[src/rtl/ringdma_pkg.sv]
package ringdma_pkg;
  localparam int unsigned BYTE_W = 8;
  localparam logic [BYTE_W-1:0] ARM_KEY = 8'h0F;
  localparam int unsigned HDR_LEN = 4;

  typedef struct packed {
    logic start;     // load address from boundary page
    logic capture;   // take memData, step address
    logic grabNext;  // header byte 1
    logic grabLo;    // header byte 2
    logic loadCnt;   // header byte 3
    logic bodyByte;  // payload byte, count down
    logic finish;    // last byte of packet
  } dmaCtl_t;
endpackage

[src/rtl/ring_pkt_dma_datapath.sv]
module ring_pkt_dma_datapath
  import ringdma_pkg::*;
#(
  parameter int unsigned PAGE_W = 8
) (
  input  logic                     clk,
  input  logic                     rstN,
  input  dmaCtl_t                  ctl,
  input  logic [PAGE_W-1:0]        pageStart,
  input  logic [PAGE_W-1:0]        pageStop,
  input  logic [PAGE_W-1:0]        bndryIn,
  input  logic [BYTE_W-1:0]        memData,
  output logic [PAGE_W+BYTE_W-1:0] memAddr,
  output logic [BYTE_W-1:0]        outData,
  output logic [PAGE_W-1:0]        bndryOut,
  output logic                     hdrShort,
  output logic                     cntIsOne
);
  localparam int unsigned CNT_W = 2 * BYTE_W;

  logic [PAGE_W-1:0] rdPage, nextPg, pageInc;
  logic [BYTE_W-1:0] rdOff, cntLo;
  logic [CNT_W-1:0]  remCnt, total;

  assign pageInc  = rdPage + PAGE_W'(1);
  assign total    = {memData, cntLo};
  assign hdrShort = total <= CNT_W'(HDR_LEN);
  assign cntIsOne = remCnt == CNT_W'(1);
  assign memAddr  = {rdPage, rdOff};

  always_ff @(posedge clk) begin
    if (!rstN) begin
      rdPage   <= '0;
      rdOff    <= '0;
      nextPg   <= '0;
      cntLo    <= '0;
      remCnt   <= '0;
      outData  <= '0;
      bndryOut <= '0;
    end else begin
      if (ctl.start) begin
        rdPage <= bndryIn;
        rdOff  <= '0;
      end
      if (ctl.capture) begin
        outData <= memData;
        rdOff   <= rdOff + BYTE_W'(1);
        if (rdOff == {BYTE_W{1'b1}})
          rdPage <= (pageInc == pageStop) ? pageStart : pageInc;
      end
      if (ctl.grabNext) nextPg <= PAGE_W'(memData);
      if (ctl.grabLo)   cntLo  <= memData;
      if (ctl.loadCnt)  remCnt <= hdrShort ? '0 : total - CNT_W'(HDR_LEN);
      if (ctl.bodyByte) remCnt <= remCnt - CNT_W'(1);
      if (ctl.finish)   bndryOut <= nextPg;
    end
  end
endmodule

[src/rtl/ring_pkt_dma_ctrl.sv]
module ring_pkt_dma_ctrl
  import ringdma_pkg::*;
(
  input  logic              clk,
  input  logic              rstN,
  input  logic              sendCmd,
  input  logic [BYTE_W-1:0] cntHiPreload,
  input  logic              hdrShort,
  input  logic              cntIsOne,
  output dmaCtl_t           ctl,
  output logic              memRd,
  output logic              busy,
  output logic              outValid,
  output logic              done,
  output logic              illegalStart
);
  typedef enum logic [1:0] {S_IDLE, S_READ, S_TAKE} state_t;

  state_t    state, stateNxt;
  logic [1:0] hdrIdx;
  logic       inBody;
  logic       cmdSeen;

  assign cmdSeen = (state == S_IDLE) && sendCmd;
  assign memRd   = state == S_READ;
  assign busy    = state != S_IDLE;

  always_comb begin
    ctl      = '0;
    stateNxt = state;
    unique case (state)
      S_IDLE: if (cmdSeen && cntHiPreload == ARM_KEY) begin
        ctl.start = 1'b1;
        stateNxt  = S_READ;
      end
      S_READ: stateNxt = S_TAKE;
      S_TAKE: begin
        ctl.capture = 1'b1;
        if (inBody) begin
          ctl.bodyByte = 1'b1;
          ctl.finish   = cntIsOne;
        end else begin
          ctl.grabNext = hdrIdx == 2'd1;
          ctl.grabLo   = hdrIdx == 2'd2;
          ctl.loadCnt  = hdrIdx == 2'd3;
          ctl.finish   = (hdrIdx == 2'd3) && hdrShort;
        end
        stateNxt = ctl.finish ? S_IDLE : S_READ;
      end
      default: stateNxt = S_IDLE;
    endcase
  end

  always_ff @(posedge clk) begin
    if (!rstN) begin
      state        <= S_IDLE;
      hdrIdx       <= '0;
      inBody       <= 1'b0;
      outValid     <= 1'b0;
      done         <= 1'b0;
      illegalStart <= 1'b0;
    end else begin
      state        <= stateNxt;
      outValid     <= ctl.capture;
      done         <= ctl.finish;
      illegalStart <= cmdSeen && (cntHiPreload != ARM_KEY);
      if (ctl.start) begin
        hdrIdx <= '0;
        inBody <= 1'b0;
      end else if (ctl.capture && !inBody) begin
        hdrIdx <= hdrIdx + 2'd1;
        if (ctl.loadCnt && !hdrShort) inBody <= 1'b1;
      end
    end
  end
endmodule

[src/rtl/ring_pkt_dma.sv]
module ring_pkt_dma
  import ringdma_pkg::*;
#(
  parameter int unsigned PAGE_W = 8
) (
  input  logic                     clk,
  input  logic                     rstN,
  input  logic                     sendCmd,
  input  logic [7:0]               cntHiPreload,
  input  logic [PAGE_W-1:0]        pageStart,
  input  logic [PAGE_W-1:0]        pageStop,
  input  logic [PAGE_W-1:0]        bndryIn,
  output logic                     memRd,
  output logic [PAGE_W+7:0]        memAddr,
  input  logic [7:0]               memData,
  output logic [7:0]               outData,
  output logic                     outValid,
  output logic                     busy,
  output logic                     done,
  output logic                     illegalStart,
  output logic [PAGE_W-1:0]        bndryOut
);
  dmaCtl_t ctl;
  logic    hdrShort, cntIsOne;

  ring_pkt_dma_ctrl i_ctrl (
    .clk(clk), .rstN(rstN), .sendCmd(sendCmd), .cntHiPreload(cntHiPreload),
    .hdrShort(hdrShort), .cntIsOne(cntIsOne), .ctl(ctl), .memRd(memRd),
    .busy(busy), .outValid(outValid), .done(done), .illegalStart(illegalStart)
  );

  ring_pkt_dma_datapath #(.PAGE_W(PAGE_W)) i_dp (
    .clk(clk), .rstN(rstN), .ctl(ctl), .pageStart(pageStart),
    .pageStop(pageStop), .bndryIn(bndryIn), .memData(memData),
    .memAddr(memAddr), .outData(outData), .bndryOut(bndryOut),
    .hdrShort(hdrShort), .cntIsOne(cntIsOne)
  );
endmodule

[config.mk]
export PLATFORM = sky130hd
export DESIGN_NAME = ring_pkt_dma
export DESIGN_NICKNAME = d
export VERILOG_FILES = /design/src/rtl/ringdma_pkg.sv /design/src/rtl/ring_pkt_dma_datapath.sv /design/src/rtl/ring_pkt_dma_ctrl.sv /design/src/rtl/ring_pkt_dma.sv
export SDC_FILE = /design/constraint.sdc
export NUM_CORES = 1
export LEC_CHECK = 0
export BUFFER_PORTS_ARGS = -buffer_cell sky130_fd_sc_hd__buf_2
export CORE_MARGIN = 2
export CORE_UTILIZATION = 56
export DETAILED_ROUTE_END_ITERATION = 10
export GPL_TIMING_DRIVEN = 0
export PLACE_DENSITY_LB_ADDON = 0.12
export SYNTH_ARGS = -nofsm -noshare
export SYNTH_HDL_FRONTEND = slang
export SYNTH_HIERARCHICAL = 1
export SYNTH_SLANG_ARGS = --single-unit
[constraint.sdc]
create_clock -name clk -period 3.6 [get_ports clk]
set_clock_uncertainty 0.2 [all_clocks]
set_input_delay 0.36 -clock clk [delete_from_list [all_inputs] [get_ports clk]]
set_output_delay 0.36 -clock clk [all_outputs]
set_load 0.01 [all_outputs]
==> results of run 1 <==
==> layout make-up <==
class / count / area (um^2) / area share (%)
plain buffers: 24 / 97.6 / 2.02
clock buffers: 9 / 124 / 2.56
clock inverters: 7 / 103 / 2.12
inverters: 14 / 52.6 / 1.09
multi-input cells: 344 / 2510 / 51.9
flip-flops and latches: 72 / 1440 / 29.8
well taps: 99 / 124 / 2.56
repair buffers: 77 / 385 / 7.97
==> power by group through the flow <==
stage / sequential [mW] / combinational (mW) / clock [mW]
floorplan: 0.816 / 0.0426 / 0
global placement: 0.816 / 0.0850 / 0
detailed placement: 0.816 / 0.0853 / 0
CTS: 0.797 / 0.0855 / 0.745
global route: 0.797 / 0.0937 / 0.783
finish: 0.797 / 0.0855 / 0.724
==> worst max path at each step <==
stage | from | to | cells past startpoint
2_1_floorplan | memData[0] | i_dp/bndryOut[0]$_SDFFE_PN0P_ | 11
3_3_place_gp | memData[0] | i_dp/bndryOut[7]$_SDFFE_PN0P_ | 11
3_5_place_dp | cntHiPreload[5] | i_dp/rdPage[2]$_SDFF_PN0_ | 7
4_1_cts | i_ctrl/state[1]$_SDFFE_PN0P_ | i_dp/rdPage[2]$_SDFF_PN0_ | 6
5_1_grt | i_dp/remCnt[2]$_SDFFE_PN0P_ | i_dp/bndryOut[2]$_SDFFE_PN0P_ | 9
6_report | i_ctrl/state[1]$_SDFFE_PN0P_ | i_dp/rdPage[2]$_SDFF_PN0_ | 6
==> metal layers <==
| metal | vias up | track usage, % | wire length (um) |
|---|---|---|---|
| li1 | 1811 | - | - |
| met1 | 1654 | 32.6 | 4340 |
| met2 | 102 | 43.6 | 4700 |
| met3 | 19 | 6.46 | 612 |
| met4 | 0 | 9.50 | 180 |
| met5 | - | 0 | 0 |
==> through the flow <==
step | worst slack [ns] | instances | instance area (um^2)
after floorplan | 0.716 | 454 | 4100
after global placement | 0.263 | 630 | 4610
after detailed placement | 0.242 | 630 | 4610
after CTS | 0.424 | 646 | 4830
after global routing | 0.302 | 646 | 4830
final | 0.429 | 646 | 4830
==> Yosys cell counts, drive strengths merged, types with 9 or more instances <==
cell type  instances
dfxtp             72
nor2b             43
mux2i             39
nor2              24
clkbuf            23
xnor2             21
a21oi             20
o21ai             18
nand2             17
inv               14
nor3              13
and2              11
nand3             11
nor3b             11
and3              10
a31oi              9
ha                 9
==> cells by family after synthesis <==
kind of cell / share of synthesized area (%)
xor gates and xnor gates: 6.78
adders and majority gates: 2.75
AOI/OAI and AO/OA: 14.3
DFF: 35.2
muxes: 11.8
buffers and inverters: 3.66
and+or+nand+nor: 25.5
==> tightest hold or removal path, cell delays in order <==
cell and delay [ns]:
buf_2 0.10, nand2_1 0.05, a31oi_1 0.07
==> state kept, by name, indices dropped and copies added (netlist names) <==
signal and count:
i_ctrl/done 1, i_ctrl/hdrIdx 2, i_ctrl/illegalStart 1, i_ctrl/inBody 1, i_ctrl/outValid 1, i_ctrl/state 2
i_dp/bndryOut 8, i_dp/cntLo 8, i_dp/nextPg 8, i_dp/outData 8, i_dp/rdOff 8, i_dp/rdPage 8
i_dp/remCnt 16
==> results.json, run 1 <==
{
  "layout-drive-gt1-share_pct": 22.1,
  "r2r_slack_ns": 0.43,
  "critical_path_arrival_ns": 3.19,
  "drtPass1Iterations": 4,
  "swShare_pct": 23.1,
  "p_int_mw": 1.23,
  "io_pins": 80,
  "relSlewSlack_pct": 34.8,
  "reg2reg_depth": 6,
  "nets": 594,
  "die_w_um": 89.6,
  "vdd_drop_max_mv": 0.237,
  "hp-start": "pageStart[0]",
  "grt-ovfl-total": 0,
  "final_common_cell": "buf_2",
  "htreeDepth": 3,
  "dp_hpwl_um": 7340,
  "cts_resized": 0,
  "final_hold_viol_count": 0,
  "clockPowerShare_pct": 45.1,
  "core_um2": 7180,
  "maxCapViolations": 0,
  "reg2reg_to": "i_dp/rdPage[2]$_SDFF_PN0_",
  "holdPathEnd": "i_dp/rdPage[0]$_SDFF_PN0_",
  "critPathLaunchType": "flop",
  "maxSlewViolCount": 0,
  "rr_startpoint": "i_ctrl/state[1]$_SDFFE_PN0P_",
  "antenna_left": 0,
  "cts_setup_buffers": 0,
  "synth_cells": 454,
  "fmax_ghz": 0.315,
  "whs_ns": 0.0785,
  "yosysTopAreaCell": "dfxtp_1",
  "die-area_um2": 8020,
  "clk_pin_slew_worst_paths_ns": 0.08,
  "fin_util_pct": 67.4,
  "slowest_stage": "nor3_1",
  "grt_usage_pct": 26.1,
  "synthFlopType": "dfxtp_1",
  "synth-seq-cells": 72,
  "setup_tns_ns": 0,
  "cp_cell_sequence": "or3b_1 -> nor3_1 -> clkbuf_1 -> mux2_2 -> o21ai_0 -> a21oi_2",
  "clockBufferDepth": 2,
  "cts_tree": "built",
  "setup_viol": 0,
  "cp_top_family": "simple AND/OR/NAND/NOR gates",
  "syn_area_per_cell_um2": 9.03,
  "worstPathMaxFanout": 10,
  "antenna_found_initial": 0,
  "status": "finished, final reports clean",
  "areaGrowthSynthToFinish_pct": 17.9,
  "root_buffer": "clkbuf_8",
  "drtIter0Drc": 135,
  "rsz0062_at_grt": "no",
  "grt_pass1_wl_um": 16100,
  "power_density_nw_per_um2": 332,
  "min_path_cells": 3,
  "initial_core_util_pct": 57.1,
  "grt_max_degree": 15,
  "synth_nets": 506,
  "cts_buffers": 9,
  "endpoint_kind": "flop",
  "routed_via_density": 5.55,
  "seqPwrFrac_pct": 49.6,
  "syn_area_um2": 4100,
  "clock_latency_ns": 0.35,
  "synth_cell_types": 61,
  "pwr-share-comb_pct": 5.3,
  "vias": 3586,
  "totalWireLength_um": 9830,
  "num-fill-cells": 610,
  "synthTopCellsByArea": "dfxtp_1, mux2i_1, nor2b_1",
  "seq_area_frac_synth_pct": 35.2,
  "layout_common_cells": "buf_2, dfxtp_1, nor2b_1, mux2i_1, nor2_1",
  "critPathMaxStageDelay_ns": 0.82,
  "drc": 0,
  "synth-edff-count": 0,
  "async_flop_share_pct": 0,
  "rows": 31,
  "yosys_warnings": 6,
  "critPathBufInv": 1,
  "power.total_mw": 1.61,
  "worstMarginPinSlew_ns": 0.971,
  "post-route-period-util_pct": 88.1,
  "path_class": "flop to flop",
  "io_buffer_count": 77,
  "cts.sinks": 72,
  "diodes": 0,
  "leakagePower_nw": 2.01,
  "gp_congestion": 0.938,
  "worst_hold_path_type": "input pin to flop",
  "routedWlPerCell_um": 15.2,
  "die_h_um": 89.6,
  "grt_pass1_vias": 3415,
  "p_switching_uw": 371,
  "synth_top_area_share_pct": 35.2,
  "cp.required_ns": 3.62,
  "post-route-min-period_ns": 3.17,
  "cts_hold_buffers": 0
}
(Power assumes the default switching activity.)
==> run 2: changes to the inputs <==
--- a/config.mk
+++ b/config.mk
@@ -7,7 +7,8 @@
 export LEC_CHECK = 0
 export BUFFER_PORTS_ARGS = -buffer_cell sky130_fd_sc_hd__buf_2
 export CORE_MARGIN = 2
-export CORE_UTILIZATION = 56
+export CORE_UTILIZATION = 57
+export CTS_BUF_LIST = sky130_fd_sc_hd__clkbuf_8
 export DETAILED_ROUTE_END_ITERATION = 10
 export GPL_TIMING_DRIVEN = 0
 export PLACE_DENSITY_LB_ADDON = 0.12
==> results.json, run 2 (same netlist as run 1, synthesis figures left out) <==
{
  "layout_common_cells": "buf_2, dfxtp_1, nor2b_1, mux2i_1, nor2_1",
  "diodes": 0,
  "vdd_drop_max_mv": 0.290,
  "initial_core_util_pct": 59.7,
  "num-fill-cells": 570,
  "setup_viol": 0,
  "htreeDepth": 3,
  "io_buffer_count": 77,
  "hp-start": "pageStart[0]",
  "worstPathMaxFanout": 8,
  "maxSlewViolCount": 0,
  "grt_pass1_vias": 3523,
  "fin_area_um2": 4810,
  "nets": 594,
  "rows": 30,
  "clock_latency_ns": 0.34,
  "core_um2": 6870,
  "route.met3.wl_um": 625,
  "grt_pass1_wl_um": 16500,
  "drtIter0Drc": 175,
  "setup_tns_ns": 0,
  "maxCapViolations": 0,
  "grt_max_degree": 15,
  "grt-ovfl-total": 0,
  "cts_tree": "built",
  "antenna_found_initial": 0,
  "largest_reg_flops": 16,
  "die_h_um": 88.8,
  "post-route-period-util_pct": 89.2,
  "fmax_ghz": 0.312,
  "top_layer": "met4",
  "areaGrowthSynthToFinish_pct": 17.2,
  "fin_cells": 643,
  "critPathMaxStageDelay_ns": 0.61,
  "slowest_stage": "or4_4",
  "critical_path_arrival_ns": 3.24,
  "dp_slack_ns": 0.201,
  "dp.cells": 627,
  "wl_met1_um": 4530,
  "die-area_um2": 7890,
  "power_density_nw_per_um2": 321,
  "cts_buffers": 9,
  "gp_congestion": 0.880,
  "grt_usage_pct": 27.3,
  "cts.sinks": 72,
  "post-route-min-period_ns": 3.21,
  "layout-drive-gt1-share_pct": 22.1,
  "path_class": "flop to flop",
  "crit_start": "i_dp/remCnt[2]$_SDFFE_PN0P_",
  "leakagePower_nw": 2.00,
  "critPathLaunchType": "flop",
  "cts_setup_buffers": 0,
  "endpoint_kind": "flop",
  "final_common_cell": "buf_2",
  "antenna_left": 0,
  "cp_cell_sequence": "or4_4 -> nor4_4 -> and4b_1 -> and2_1 -> o21ai_0 -> nor2_1 -> clkbuf_1 -> mux2i_1 -> nor2b_1",
  "drc": 0,
  "rsz0062_at_grt": "no",
  "final_hold_viol_count": 0,
  "drtPass1Iterations": 5,
  "worst_slack_ns": 0.390,
  "regMostFlops": "i_dp/remCnt",
  "totalWireLength_um": 10100,
  "cp.required_ns": 3.63,
  "root_buffer": "clkbuf_8",
  "die_w_um": 88.8,
  "status": "finished, final reports clean",
  "routedWlPerCell_um": 15.7,
  "cts_resized": 0,
  "routed_via_density": 5.66,
  "place_area_um2": 4600,
  "rr_startpoint": "i_dp/remCnt[2]$_SDFFE_PN0P_",
  "clockBufferDepth": 2,
  "relSlewSlack_pct": 39.5,
  "wl_met2_um": 4780,
  "vias": 3639,
  "worstMarginPinSlew_ns": 0.901,
  "cts_hold_buffers": 0,
  "io_pins": 80,
  "clk_pin_slew_worst_paths_ns": 0.08,
  "worst_hold_path_type": "input pin to flop",
  "dp_hpwl_um": 7460
}
## run 2: cell types whose count changed in the layout (fill, tap and decap cells not counted)
cell / delta
bufinv_16: -1
clkinv_2: +1
## run 2: path summary, 6_finish.rpt
check / slack [ns] / endpoint / depth (start not counted)
worst min register to register: 0.31 / i_dp/remCnt[0]$_SDFFE_PN0P_ / 2
worst max-delay path: 0.39 / i_dp/bndryOut[2]$_SDFFE_PN0P_ / 9
worst max register to register: 0.39 / i_dp/bndryOut[2]$_SDFFE_PN0P_ / 9
worst min-delay path: 0.08 / i_dp/rdPage[0]$_SDFF_PN0_ / 3
## run 2: cell type report
class	instances	area, um^2	share of cell area [%]
multi-input cells	344	2510	52.2
well taps	96	120	2.50
clock buffers	9	124	2.58
inverters	14	52.6	1.09
flip-flops and latches	72	1440	30.0
plain buffers	24	97.6	2.03
clock inverters	7	77.6	1.61
repair buffers	77	385	8.02
## run 2: per-stage QoR
stage               total power, mW  hold slack, ns  util [%]
finish                         1.54          0.0818      70.0
global route                   1.60           0.104      70.0
CTS                            1.55          0.0675      70.0
detailed placement            0.901           0.298      67.0
global placement              0.899           0.291      67.0
floorplan                     0.859           0.265         -
## run 2: power by group
group / internal, mW / switching, mW
Sequential: 0.796 / 0.000527
Combinational: 0.0414 / 0.0449
Clock: 0.326 / 0.333
Total: 1.16 / 0.379
## run 2: critical path: cells and delay by family, from the launching register on
kind	cells	cell delay, ns
buf+inv	1	0.48
mux	1	0.27
simple gates	6	1.61
compound gates	1	0.15
flops	1	0.38
## run 2: layer usage
metal	global-route usage, %	up-vias
li1	-	1800
met4	9.92	0
met5	0	-
met1	35.8	1702
met2	44.7	119
met3	5.13	18
